[src/rtl/recip_pkg.sv]
package recip_pkg;

    typedef enum logic [1:0] {
        ST_IDLE = 2'd0,
        ST_ARM  = 2'd1,
        ST_GATE = 2'd2
    } gate_state_e;

    typedef enum logic {
        RANGE_LF = 1'b0,
        RANGE_HF = 1'b1
    } range_e;

    localparam int unsigned LF_DIV   = 10;
    localparam int unsigned HF_DIV   = 256;
    localparam int unsigned FACTOR_W = 9;

    typedef struct packed {
        logic clear;
        logic run;
    } cnt_ctrl_t;

    function automatic logic [FACTOR_W-1:0] range_factor(range_e r);
        return (r == RANGE_HF) ? FACTOR_W'(HF_DIV) : FACTOR_W'(LF_DIV);
    endfunction

endpackage

[src/rtl/recip_edge_sync.sv]
module recip_edge_sync #(
    parameter int STAGES = 2
) (
    input  logic clk,
    input  logic rst,
    input  logic async_in,
    output logic rise
);
    logic [STAGES-1:0] chain_q;
    logic              prev_q;

    genvar i;
    generate
        for (i = 0; i < STAGES; i++) begin : g_stage
            if (i == 0) begin : g_first
                always_ff @(posedge clk) begin
                    if (rst) chain_q[0] <= 1'b0;
                    else     chain_q[0] <= async_in;
                end
            end else begin : g_next
                always_ff @(posedge clk) begin
                    if (rst) chain_q[i] <= 1'b0;
                    else     chain_q[i] <= chain_q[i-1];
                end
            end
        end
    endgenerate

    always_ff @(posedge clk) begin
        if (rst) prev_q <= 1'b0;
        else     prev_q <= chain_q[STAGES-1];
    end

    assign rise = chain_q[STAGES-1] & ~prev_q;

    assert_rise_single_R2: assert property (@(posedge clk) disable iff (rst)
        rise |=> !rise);

endmodule

[src/rtl/recip_counters.sv]
module recip_counters
    import recip_pkg::*;
#(
    parameter int REF_W   = 25,
    parameter int EVT_W   = 25,
    parameter int REF_MAX = 25_000_000
) (
    input  logic             clk,
    input  logic             rst,
    input  cnt_ctrl_t        ctrl,
    input  logic             rise,
    output logic [REF_W-1:0] ref_cnt,
    output logic [EVT_W-1:0] evt_cnt
);
    always_ff @(posedge clk) begin
        if (rst || ctrl.clear) begin
            ref_cnt <= '0;
            evt_cnt <= '0;
        end else if (ctrl.run) begin
            ref_cnt <= ref_cnt + 1'b1;
            if (rise) evt_cnt <= evt_cnt + 1'b1;
        end
    end

    assert_clear_zero_R5: assert property (@(posedge clk) disable iff (rst)
        ctrl.clear |=> (ref_cnt == '0 && evt_cnt == '0));

    assert_ref_bound_R10: assert property (@(posedge clk) disable iff (rst)
        32'(ref_cnt) <= 32'(REF_MAX));

    assert_evt_le_ref_R10: assert property (@(posedge clk) disable iff (rst)
        32'(evt_cnt) <= 32'(ref_cnt));

endmodule

[src/rtl/recip_gate_fsm.sv]
module recip_gate_fsm
    import recip_pkg::*;
#(
    parameter int MIN_GATE_CYC = 10_000_000,
    parameter int FIRST_TO_CYC = 3_500_000,
    parameter int LATE_TO_CYC  = 15_000_000,
    parameter int REF_W        = 25
) (
    input  logic             clk,
    input  logic             rst,
    input  logic             start,
    input  logic             hf_sel,
    input  logic             rise,
    input  logic [REF_W-1:0] ref_cnt,
    output cnt_ctrl_t        ctrl,
    output logic             done,
    output logic             no_signal,
    output range_e           range_q
);
    localparam int ARM_W = $clog2(FIRST_TO_CYC + 1);
    localparam logic [REF_W-1:0] MIN_LIM  = REF_W'(MIN_GATE_CYC);
    localparam logic [REF_W-1:0] LATE_LIM = REF_W'(MIN_GATE_CYC + LATE_TO_CYC);
    localparam logic [ARM_W-1:0] ARM_LAST = ARM_W'(FIRST_TO_CYC - 1);

    gate_state_e      state_q;
    logic [ARM_W-1:0] arm_tmr_q;
    logic [REF_W-1:0] ref_next;
    logic             close_now, late_abort, first_abort, abort;

    assign ref_next    = ref_cnt + 1'b1;
    assign close_now   = (state_q == ST_GATE) && rise && (ref_next >= MIN_LIM);
    assign late_abort  = (state_q == ST_GATE) && !rise && (ref_next == LATE_LIM);
    assign first_abort = (state_q == ST_ARM) && !rise && (arm_tmr_q == ARM_LAST);
    assign abort       = !start && (late_abort || first_abort);

    assign ctrl.clear = start || abort;
    assign ctrl.run   = (state_q == ST_GATE);

    always_ff @(posedge clk) begin
        if (rst) begin
            state_q   <= ST_IDLE;
            arm_tmr_q <= '0;
            done      <= 1'b0;
            no_signal <= 1'b0;
            range_q   <= RANGE_LF;
        end else begin
            done <= 1'b0;
            if (start) begin
                state_q   <= ST_ARM;
                arm_tmr_q <= '0;
                no_signal <= 1'b0;
                range_q   <= hf_sel ? RANGE_HF : RANGE_LF;
            end else begin
                case (state_q)
                    ST_ARM: begin
                        if (rise) begin
                            state_q <= ST_GATE;
                        end else if (first_abort) begin
                            no_signal <= 1'b1;
                            arm_tmr_q <= '0;
                            range_q   <= hf_sel ? RANGE_HF : RANGE_LF;
                        end else begin
                            arm_tmr_q <= arm_tmr_q + 1'b1;
                        end
                    end
                    ST_GATE: begin
                        if (close_now) begin
                            done      <= 1'b1;
                            no_signal <= 1'b0;
                            state_q   <= ST_IDLE;
                        end else if (late_abort) begin
                            no_signal <= 1'b1;
                            arm_tmr_q <= '0;
                            state_q   <= ST_ARM;
                            range_q   <= hf_sel ? RANGE_HF : RANGE_LF;
                        end
                    end
                    default: state_q <= ST_IDLE;
                endcase
            end
        end
    end

    assert_done_pulse_R4: assert property (@(posedge clk) disable iff (rst)
        done |=> !done);

    assert_arm_window_R6: assert property (@(posedge clk) disable iff (rst)
        (state_q == ST_ARM) |-> (32'(arm_tmr_q) < 32'(FIRST_TO_CYC)));

    assert_range_held_R8: assert property (@(posedge clk) disable iff (rst)
        (!start && !abort) |=> $stable(range_q));

    assert_nosig_sticky_R9: assert property (@(posedge clk) disable iff (rst)
        (no_signal && !start && !close_now) |=> no_signal);

endmodule

[src/rtl/recip_gate_engine.sv]
module recip_gate_engine
    import recip_pkg::*;
#(
    parameter int MIN_GATE_CYC = 10_000_000,
    parameter int FIRST_TO_CYC = 3_500_000,
    parameter int LATE_TO_CYC  = 15_000_000,
    parameter int SYNC_STAGES  = 2,
    parameter int REF_W        = $clog2(MIN_GATE_CYC + LATE_TO_CYC + 1),
    parameter int EVT_W        = REF_W
) (
    input  logic                clk,
    input  logic                rst,
    input  logic                evt_in,
    input  logic                hf_sel,
    input  logic                start,
    output logic [EVT_W-1:0]    evt_count,
    output logic [REF_W-1:0]    ref_count,
    output logic                psc_hf,
    output logic [FACTOR_W-1:0] psc_factor,
    output logic                done,
    output logic                no_signal
);
    logic      rise;
    cnt_ctrl_t ctrl;
    range_e    range_q;

    recip_edge_sync #(.STAGES(SYNC_STAGES)) u_sync (
        .clk      (clk),
        .rst      (rst),
        .async_in (evt_in),
        .rise     (rise)
    );

    recip_gate_fsm #(
        .MIN_GATE_CYC (MIN_GATE_CYC),
        .FIRST_TO_CYC (FIRST_TO_CYC),
        .LATE_TO_CYC  (LATE_TO_CYC),
        .REF_W        (REF_W)
    ) u_fsm (
        .clk       (clk),
        .rst       (rst),
        .start     (start),
        .hf_sel    (hf_sel),
        .rise      (rise),
        .ref_cnt   (ref_count),
        .ctrl      (ctrl),
        .done      (done),
        .no_signal (no_signal),
        .range_q   (range_q)
    );

    recip_counters #(
        .REF_W   (REF_W),
        .EVT_W   (EVT_W),
        .REF_MAX (MIN_GATE_CYC + LATE_TO_CYC)
    ) u_cnt (
        .clk     (clk),
        .rst     (rst),
        .ctrl    (ctrl),
        .rise    (rise),
        .ref_cnt (ref_count),
        .evt_cnt (evt_count)
    );

    assign psc_hf     = (range_q == RANGE_HF);
    assign psc_factor = range_factor(range_q);

    assert_hold_after_done_R4: assert property (@(posedge clk) disable iff (rst)
        (done && !start) |=> ($stable(ref_count) && $stable(evt_count)));

    assert_min_gate_R3: assert property (@(posedge clk) disable iff (rst)
        done |-> (32'(ref_count) >= 32'(MIN_GATE_CYC)));

endmodule

[config.mk]
export PLATFORM = sky130hd
export DESIGN_NAME = recip_gate_engine
export DESIGN_NICKNAME = d
export VERILOG_FILES = /design/src/rtl/recip_pkg.sv /design/src/rtl/recip_edge_sync.sv /design/src/rtl/recip_counters.sv /design/src/rtl/recip_gate_fsm.sv /design/src/rtl/recip_gate_engine.sv
export SDC_FILE = /design/constraint.sdc
export NUM_CORES = 1
export LEC_CHECK = 0
export BUFFER_PORTS_ARGS = -buffer_cell sky130_fd_sc_hd__buf_2
export CAP_MARGIN = 15
export CORE_ASPECT_RATIO = 1.5
export CORE_MARGIN = 3
export CORE_UTILIZATION = 54
export CTS_BUF_LIST = sky130_fd_sc_hd__clkbuf_8
export CTS_CLUSTER_DIAMETER = 100
export CTS_CLUSTER_SIZE = 12
export DETAILED_ROUTE_END_ITERATION = 12
export PLACE_DENSITY = 0.76
export SLEW_MARGIN = 40
export SYNTH_ARGS = -nofsm -noshare
export SYNTH_HDL_FRONTEND = slang
export SYNTH_SLANG_ARGS = --single-unit
[constraint.sdc]
create_clock -name clk -period 8.05 [get_ports clk]
set_input_delay 0.4025 -clock clk [delete_from_list [all_inputs] [get_ports clk]]
set_output_delay 0.4025 -clock clk [all_outputs]
set_load 0.03 [all_outputs]
Word-level counts from Yosys, hierarchy flattened
Index checks and enable logic that the tools add are counted.
{"block": "totals", "register_bits": 80, "input_bits": 5, "word_cells": 80, "output_inout_bits": 62}
{"block": "classes", "eq_ne": 16, "n_mux": 24, "reduce_logical": 22, "n_addsub": 3, "order_cmp": 1, "bitwise_logic": 3}
{"operator": "22-bit 2-to-1 mux", "n": 4}
{"operator": "25-bit by 1-bit adder with 25-bit output (second input constant)", "n": 2}
{"operator": "22-bit case mux with 2 select lines", "n": 1}
{"operator": "25-bit == test (second input constant)", "n": 1}
{"operator": "25-bit by 24-bit >= comparator with 1-bit output (second input constant)", "n": 1}
{"operator": "22-bit by 1-bit adder with 22-bit output (second input constant)", "n": 1}
{"operator": "22-bit == test (second input constant)", "n": 1}
{"operator": "1-bit 2-to-1 mux", "n": 12}
{"operator": "9-bit 2-to-1 mux", "n": 1}
{"operator": "3-bit by 2-bit inequality test with 1-bit output (second input constant)", "n": 3}
{"operator": "4-bit AND reduction", "n": 2}
{"operator": "1-bit logical AND", "n": 7}
{"operator": "2-bit 2-to-1 mux", "n": 3}
{"operator": "2-bit by 1-bit inequality test with 1-bit output (second input constant)", "n": 3}
{"operator": "3-bit inequality test (second input constant)", "n": 2}
{"operator": "2-bit AND reduction", "n": 3}
{"operator": "5-bit AND reduction", "n": 1}
{"operator": "2-bit inequality test (second input constant)", "n": 2}
{"operator": "4-bit by 2-bit inequality test with 1-bit output (second input constant)", "n": 1}
{"operator": "1-bit case mux with 2 select lines", "n": 2}
{"operator": "2-bit case mux with 2 select lines", "n": 1}
{"operator": "1-bit logical OR", "n": 3}
{"operator": "3-bit by 1-bit inequality test with 1-bit output (second input constant)", "n": 1}
{"operator": "3-bit nonzero test", "n": 1}
{"operator": "8 further kinds", "n": 10}

Logic depth before layout (Yosys ltp)
Gate-level depths: netlist of run 1.
{"block": "depth", "depth_word": 9, "mapped_depth": 12, "depth_no_buf": 11}

Modules after synthesis
From an unflattened synthesis of run 1, not the netlist that was laid out.
{"block": "hier_totals", "cells_unflattened": 561, "hier_area_um2": 4515.6}
{"mod": "recip_counters", "n_inst": 1, "area_per_inst_um2": 2292.2, "cells_each": 269, "seq_area_each_um2": 1001.0}
{"mod": "recip_gate_fsm", "n_inst": 1, "area_per_inst_um2": 2068.2, "cells_each": 275, "seq_area_each_um2": 540.5}
{"mod": "recip_edge_sync", "n_inst": 1, "area_per_inst_um2": 87.6, "cells_each": 7, "seq_area_each_um2": 60.1}
{"mod": "recip_gate_engine", "n_inst": 1, "area_per_inst_um2": 67.6, "cells_each": 10, "seq_area_each_um2": 0.0}

Least setup slack after synthesis of run 1
Ideal clock, no wire load.
{"block": "synth_timing", "path_type": "register to register", "startpoint": "reg u_cnt.ref_cnt[0]", "endpoint": "reg u_fsm.state_q[1]", "path_stages_with_launch": 12, "arrival_ps": 2755, "synth_period_minus_slack_ps": 2888, "path_buffers": 1, "slack_ps": 5162, "cell_sequence": "dfxtp_1 ha_1 and3_1 buf_2 nand3_1 nor2_1 or4b_1 a21oi_1 o22ai_1 a21oi_2 mux2i_1 a31oi_1"}
{"block": "synth_via", "elab_chain_len": 5, "word_cells_on_any_way": 9, "classes_between": "1 x add/sub; 1 x order compare; 2 x eq/ne; 2 x mux; 3 x reduce/logical"}
{"item": "from (decl)", "line_no": "recip_counters.sv:12", "rtl": "output logic [REF_W-1:0] ref_cnt,"}
{"item": "from (signal assigned)", "line_no": "recip_counters.sv:20", "rtl": "ref_cnt <= ref_cnt + 1'b1;"}
{"item": "25-bit by 1-bit adder with 25-bit output *", "line_no": "recip_gate_fsm.sv:30", "rtl": "assign ref_next = ref_cnt + 1'b1;"}
{"item": "25-bit by 24-bit >= comparator with 1-bit output or 25-bit == test (tied branches)", "line_no": "recip_gate_fsm.sv:31, recip_gate_fsm.sv:32"}
{"item": "1-bit logical AND, on equally long branches", "line_no": "recip_gate_fsm.sv:31, recip_gate_fsm.sv:32"}
{"item": "2-bit 2-to-1 mux or 3-bit by 1-bit inequality test with 1-bit output (tied branches)"}
{"item": "2-bit case mux with 2 select lines or 2-bit AND reduction (tied branches)"}
{"item": "to (signal assigned)", "line_no": "recip_gate_fsm.sv:57", "rtl": "state_q <= ST_GATE;"}
{"item": "to (signal assigned)", "line_no": "recip_gate_fsm.sv:70", "rtl": "state_q <= ST_IDLE;"}
{"item": "to (signal assigned)", "line_no": "recip_gate_fsm.sv:74", "rtl": "state_q <= ST_ARM;"}
{"item": "to (decl)", "line_no": "recip_gate_fsm.sv:25", "rtl": "gate_state_e state_q;"}
Mark *: on every way between the ends. The rest lies on a longest branch, timed or not.
A chain may end at the register's enable or synchronous reset.

Worst setup path in the final report of run 1
{"block": "layout_timing", "startpoint": "reg u_cnt.ref_cnt[0]", "endpoint": "reg u_cnt.ref_cnt[19]"}
{"block": "layout_via", "elab_chain_len": 7}
{"item": "25-bit by 1-bit adder with 25-bit output *", "line_no": "recip_counters.sv:20, recip_gate_fsm.sv:30"}
{"item": "25-bit == test", "line_no": "recip_gate_fsm.sv:32", "rtl": "assign late_abort = (state_q == ST_GATE) && !rise && (ref_next == LATE_LIM);"}
{"item": "1-bit logical AND", "line_no": "recip_gate_fsm.sv:32"}
{"item": "1-bit logical OR", "line_no": "recip_gate_fsm.sv:34", "rtl": "assign abort = !start && (late_abort || first_abort);"}
{"item": "1-bit logical AND", "line_no": "recip_gate_fsm.sv:34"}
{"item": "1-bit logical OR", "line_no": "recip_gate_fsm.sv:36", "rtl": "assign ctrl.clear = start || abort;"}
{"item": "1-bit logical OR", "line_no": "recip_counters.sv:16", "rtl": "if (rst || ctrl.clear) begin"}
Marks and branches as above.

==> impl_metrics.tcl, run 1 <==
set metrics [dict create \
    synth_warnings 0 \
    drive_gt1_share_pct 15.5 \
    grt_max_degree 34 \
    totalWireLength_um 11200 \
    first_pass_iters 5 \
    r2r_cells 10 \
    post-cts-setup-buffer-count 0 \
    outcome "complete, no violations" \
    worst_hold_path_type "input port to flop" \
    hold_viol_final 0 \
    crit_chain "ha_1 > nand3_1 > nor3_1 > a21oi_1 > nor4_1 > nand4_1 > or2_1 > nand2_1 > buf_4 > nor2_1" \
    io_buffers 60 \
    ys_seq_area_share_pct 35.8 \
    critPathSlowestCell "nand2_1" \
    critPathKind "flop to flop" \
    cp_num_cells 10 \
    crit_buf_inv 1 \
    hold_depth 2 \
    wl_per_cell_um 15.5 \
    antenna_found_initial 0 \
    cts_buffers 9 \
    path_max_fanout 33 \
    design_area_sq_um 4950 \
    clkTransAtPathRegs_ps 80 \
    synth_cell_types 67 \
    finalCritPeriodShare_pct 44.8 \
    clockBufferDepth 2 \
    num_vias 4230 \
    dieHeight_um 118 \
    powerDensity_nw_per_um2 151 \
    place_inst 703 \
    cp_top_family "simple AND/OR/NAND/NOR gates" \
    synthCells 572 \
    fp.dieW_um 80.4 \
    clockRootBuffer "clkbuf_8" \
    synthFlopType "dfxtp_1" \
    hpwl_um 8180 \
    grt.total_usage_pct 24.5 \
    synth_edf_count 0 \
    synth_seq_cells 80 \
    endpoint_kind "flop" \
    core_sq_um 8060 \
    avgSynthCellArea_sq_um 7.83 \
    fin_crit_ps 3610 \
    synth_area_sq_um 4480 \
    worstMarginPinSlew_ps 645 \
    ios 67 \
    start_util_pct 55.6 \
    maxSlewViolCount 0 \
    power.total_uw 746 \
    drtAntennaViolNets 0 \
    skew_ps 12.5 \
    postCtsHoldBufs 0 \
    cts-resized-gates 0 \
    p_leak_nw 1.89 \
    setup_tns_ps 0 \
    num-fill-cells 748 \
    final_cell_mix "nor2_1, dfxtp_1, buf_2, nand2_1, xor2_1" \
    cp_slowest_stage_delay_ps 480 \
    ys_async_sr_fraction_pct 0 \
    gp_congestion 0.964 \
    cts_tree "built" \
    rsz0062_at_grt "false" \
    area_growth_pct 10.5 \
    place_area_sq_um 4730 \
    clk_latency_ps 370 \
    final_common_cell "nor2_1" \
    crit_arrival_ps 3860 \
    viasPerCell 5.88 \
    cp-start-kind "flop" \
    fin_nets 620 \
    row_count 40 \
    dieArea_sq_um 9440 \
    max_clock_freq_ghz 0.277 \
    peakVddDrop_mv 0.105 \
    hold_ws_ps 252 \
    grt_pass1_wl_um 18600 \
    maxCapViolCount 0 \
    finalSetupViolations 0 \
    clock_sinks 80 \
    n_antenna_cell 0 \
    grt_remaining_overflow 0 \
    fin_cells 719 \
    grt_pass1_vias 3961 \
    max_slew_margin_pct 56.6 \
    drc 0 \
    drtIter0Drc 272 \
    required_ps 8300 \
    cts_max_level 3 \
]
[synthesized netlist by cell type (all sizes together), types with 2 or more instances]
cell     instances  share of area, %
inv             11              0.92
xor2            32               6.3
ha               6               1.7
o2111ai          2              0.39
or3              2              0.28
and4             5              0.98
nand4           18               2.7
o211ai           3              0.50
nor4b            3              0.73
a21oi           13               1.5
or4b             2              0.45
nor2b            6              0.84
o31ai            2              0.34
o22ai            2              0.28
and2             6              0.84
dfxtp           80                36
mux2i            5               1.1
nand3           30               3.4
o21ai           23               2.7
a211oi           5              0.84
a31oi           21               2.9
buf             26               3.6
nor3b            3              0.50
or2              6              0.84
and3            14               2.0
clkbuf          16               1.4
nor2            94               7.9
nor3            17               1.9
nand2b           2              0.28
o21a             2              0.50
a311oi           2              0.39
xnor2           26               5.1
nand2           58               4.9
mux2             2              0.50
nor4             8               1.5
[cell type report]
cell class,count,area [sq um],share of cell area (%)
repair buffers,63,323,6.52
clock inverters,5,63.8,1.29
well taps,105,131,2.65
inverters,11,41.3,0.834
flip-flops and latches,80,1600,32.4
multi-input cells,444,2640,53.3
clock buffers,11,151,3.06
[per-layer routing]
layer | up-vias | track usage [%] | wire [um]
met2 | 151 | 42.0 | 5800
met5 | - | 0 | 0
met1 | 1984 | 28.4 | 4370
li1 | 2058 | - | -
met4 | 0 | 11.6 | 424
met3 | 37 | 4.82 | 571
[state kept, by name (all words and copies together), names as in the netlist]
signal           cells
u_cnt.evt_cnt       25
u_cnt.ref_cnt       25
u_fsm.arm_tmr_q     22
u_fsm.state_q        2
u_sync.chain_q       2
u_fsm.done           1
u_fsm.no_signal      1
u_fsm.range_q        1
u_sync.prev_q        1
[report_power, final]
group	switching (mW)	internal, mW
Sequential	0.000944	0.397
Combinational	0.0221	0.00692
Clock	0.157	0.162
Total	0.180	0.566
[per-stage QoR]
| stage | setup slack [ps] | util (%) |
|---|---|---|
| after CTS | 4480 | 61.4 |
| after global placement | 4590 | 58.7 |
| after global routing | 4100 | 61.4 |
| after detailed placement | 4490 | 58.7 |
| final | 4440 | 61.4 |
| after floorplan | 5160 | - |
[final timing paths]
check,startpoint,to,slack [ps]
hold / removal,evt_in,u_sync.chain_q[0]$_SDFF_PP0_,250
setup reg to reg,u_cnt.ref_cnt[0]$_SDFFE_PP0P_,u_cnt.ref_cnt[19]$_SDFFE_PP0P_,4440
setup / recovery,u_cnt.ref_cnt[0]$_SDFFE_PP0P_,u_cnt.ref_cnt[19]$_SDFFE_PP0P_,4440
hold reg to reg,u_sync.chain_q[0]$_SDFF_PP0_,u_sync.chain_q[1]$_SDFF_PP0_,450
[cell families after synthesis]
group,synth area share [%]
buf+inv,5.87
xor+xnor,11.3
mux,1.62
fa+ha+maj,1.68
flops,35.8
other cells,0.0837
simple gates,30.7
compound gates,12.9
(Power assumes the default switching activity.)
==> run 2, diff against run 1 <==
--- a/config.mk
+++ b/config.mk
@@ -14,7 +14,7 @@
 export CTS_CLUSTER_DIAMETER = 100
 export CTS_CLUSTER_SIZE = 12
 export DETAILED_ROUTE_END_ITERATION = 12
-export PLACE_DENSITY = 0.76
+export PLACE_DENSITY = 0.79
 export SLEW_MARGIN = 40
 export SYNTH_ARGS = -nofsm -noshare
 export SYNTH_HDL_FRONTEND = slang
==> constraint.sdc (replaced) <==
create_clock -name clk -period 3 [get_ports clk]
set_input_delay 0.15 -clock clk [delete_from_list [all_inputs] [get_ports clk]]
set_output_delay 0.15 -clock clk [all_outputs]
set_load 0.03 [all_outputs]
==> run 2 against run 1 <==
  * Final area increased by 4.9%
  * Sequential share of layout area is 1.4 points lower
  * Fmax increased by 26%
  * Routed wire length grew 0.76%
  * Sequential cell count unchanged
  * Critical path depth decreased by 1
  * Critical endpoint is now u_fsm.state_q[0]$_SDFFE_PP0P_
  * Largest cell class unchanged
==> impl_metrics.tcl, run 2 (synthesis gave the netlist of run 1 again) <==
set metrics [dict create \
    hpwl_um 8230 \
    hold_viol_final 0 \
    rrSetupSlack_ps 130 \
    multi_input_area_sq_um 2650 \
    finalCritPeriodShare_pct 95.7 \
    fin_ws_ps 128 \
    dieHeight_um 118 \
    clock_sinks 80 \
    reg2reg_from "u_cnt.ref_cnt[5]$_SDFFE_PP0P_" \
    num-fill-cells 710 \
    gp_congestion 1.01 \
    first_pass_iters 4 \
    grt.total_usage_pct 25.1 \
    final_common_cell "nor2_1" \
    grt_pass1_vias 4111 \
    worstMarginPinSlew_ps 556 \
    final_cell_mix "nor2_1, dfxtp_1, buf_2, nand2_1, xor2_1" \
    num_vias 4257 \
    r2r_cells 9 \
    drc 0 \
    skew_ps 11.1 \
    fin_nets 643 \
    min_from "rst" \
    clkTransAtPathRegs_ps 80 \
    cts_tree "built" \
    finalSetupViolations 0 \
    fp.dieW_um 80.4 \
    clockRootBuffer "clkbuf_8" \
    clk_latency_ps 370 \
    clockBufferDepth 2 \
    start_util_pct 55.6 \
    io_buffers 60 \
    hold_depth 2 \
    peakVddDrop_mv 0.322 \
    cp-start-kind "flop" \
    core_sq_um 8060 \
    path_max_fanout 8 \
    critPathKind "flop to flop" \
    dieArea_sq_um 9440 \
    drtIter0Drc 304 \
    grt_pass1_wl_um 18900 \
    endpoint_kind "flop" \
    p_leak_nw 2.04 \
    reg_top3 "u_cnt.evt_cnt: 25 flops, u_cnt.ref_cnt: 25 flops, u_fsm.arm_tmr_q: 22 flops" \
    drtAntennaViolNets 0 \
    fin_crit_ps 2870 \
    area_growth_pct 15.9 \
    cts_buffers 9 \
    row_count 40 \
    crit_arrival_ps 3150 \
    cts_max_level 3 \
    place_ws_ps 179 \
    outcome "complete, no violations" \
    max_clock_freq_ghz 0.348 \
    worst_hold_path_type "input port to flop" \
    grt_max_degree 32 \
    seqCellArea_sq_um 1600 \
    powerDensity_nw_per_um2 413 \
    max_slew_margin_pct 62.9 \
    n_antenna_cell 0 \
    r2r_end "u_fsm.state_q[0]$_SDFFE_PP0P_" \
    min_to "u_fsm.range_q$_SDFFE_PP0P_" \
    ios 67 \
    maxCapViolCount 0 \
    grt_remaining_overflow 0 \
    drive_gt1_share_pct 18.8 \
    required_ps 3280 \
    maxSlewViolCount 0 \
    antenna_found_initial 0 \
    totalWireLength_um 11300 \
    viasPerCell 5.74 \
    setup_tns_ps 0 \
    rsz0062_at_grt "false" \
    wl_per_cell_um 15.2 \
]
## run 2: changes by cell type in the layout (fill, tap and decap cells not counted), moves of 2 or more
cell	previous run	this run
buf_4	3	24
bufinv_16	1	3
clkinv_4	2	0
dfxtp_1	80	78
dfxtp_2	0	2
## run 2: metrics by stage
step	hold WS [ps]	cell area, sq um	utilization (%)	cells	power (mW)
finish	29.0	5190	64.4	742	2.15
global route	34.2	5190	64.4	742	2.23
CTS	10.2	5170	64.1	741	2.17
detailed placement	381	4900	60.8	724	1.18
global placement	372	4900	60.8	724	1.18
floorplan	222	4500	-	577	1.16
## run 2: final cells by class
cell class	instances	area share, %
multi-input combinational	444	51.0
sequential	80	30.9
timing repair buffer	86	9.84
clock buffer	11	2.92
tap	105	2.53
clock inverter	5	1.98
inverter	11	0.796
## run 2: repair_timing
action | 4_1_cts | 5_1_grt
setup buffers | 0 | 1
gates resized for setup | 0 | 5
endpoints found under the setup margin | 0 | 7
endpoints found under the hold margin | 1 | 0
hold buffers | 1 | 0
## run 2: routing by layer
metal | GRT usage, % | part of all wire (%) | vias to the layer above
li1 | - | - | 2098
met1 | 28.6 | 39 | 2014
met2 | 43.0 | 53 | 111
met3 | 4.98 | 4.1 | 34
met4 | 13.5 | 3.7 | 0
met5 | 0 | 0 | -
## run 2: how the worst max path moves through the flow
stage / start / endpoint / slack [ps] / depth (start not counted)
floorplan: u_cnt.ref_cnt[0]$_SDFFE_PP0P_ / u_fsm.state_q[1]$_SDFFE_PP0P_ / 110 / 11
global placement: u_cnt.ref_cnt[12]$_SDFFE_PP0P_ / u_fsm.arm_tmr_q[6]$_SDFFE_PP0P_ / 260 / 9
detailed placement: u_cnt.ref_cnt[12]$_SDFFE_PP0P_ / u_fsm.state_q[0]$_SDFFE_PP0P_ / 180 / 9
CTS: u_cnt.ref_cnt[12]$_SDFFE_PP0P_ / u_fsm.state_q[0]$_SDFFE_PP0P_ / 150 / 9
global route: u_cnt.ref_cnt[5]$_SDFFE_PP0P_ / u_fsm.state_q[0]$_SDFFE_PP0P_ / 10 / 9
finish: u_cnt.ref_cnt[5]$_SDFFE_PP0P_ / u_fsm.state_q[0]$_SDFFE_PP0P_ / 130 / 9
## run 2: power by group
part	total [mW]	switching, mW	leakage, nW	internal [mW]
registers	1.07	0.00284	0.646	1.06
logic	0.0861	0.0616	1.26	0.0244
clock network	0.992	0.394	0.131	0.598
## run 2: worst max-delay path: stages (launching register included)
cell and delay, ps:
dfxtp_1 500, nand3_1 290, nor3_1 370, a21oi_1 180, nor4_1 400, nand4_1 220
or2_1 270, o31ai_1 210, a221oi_1 120, a211oi_1 240
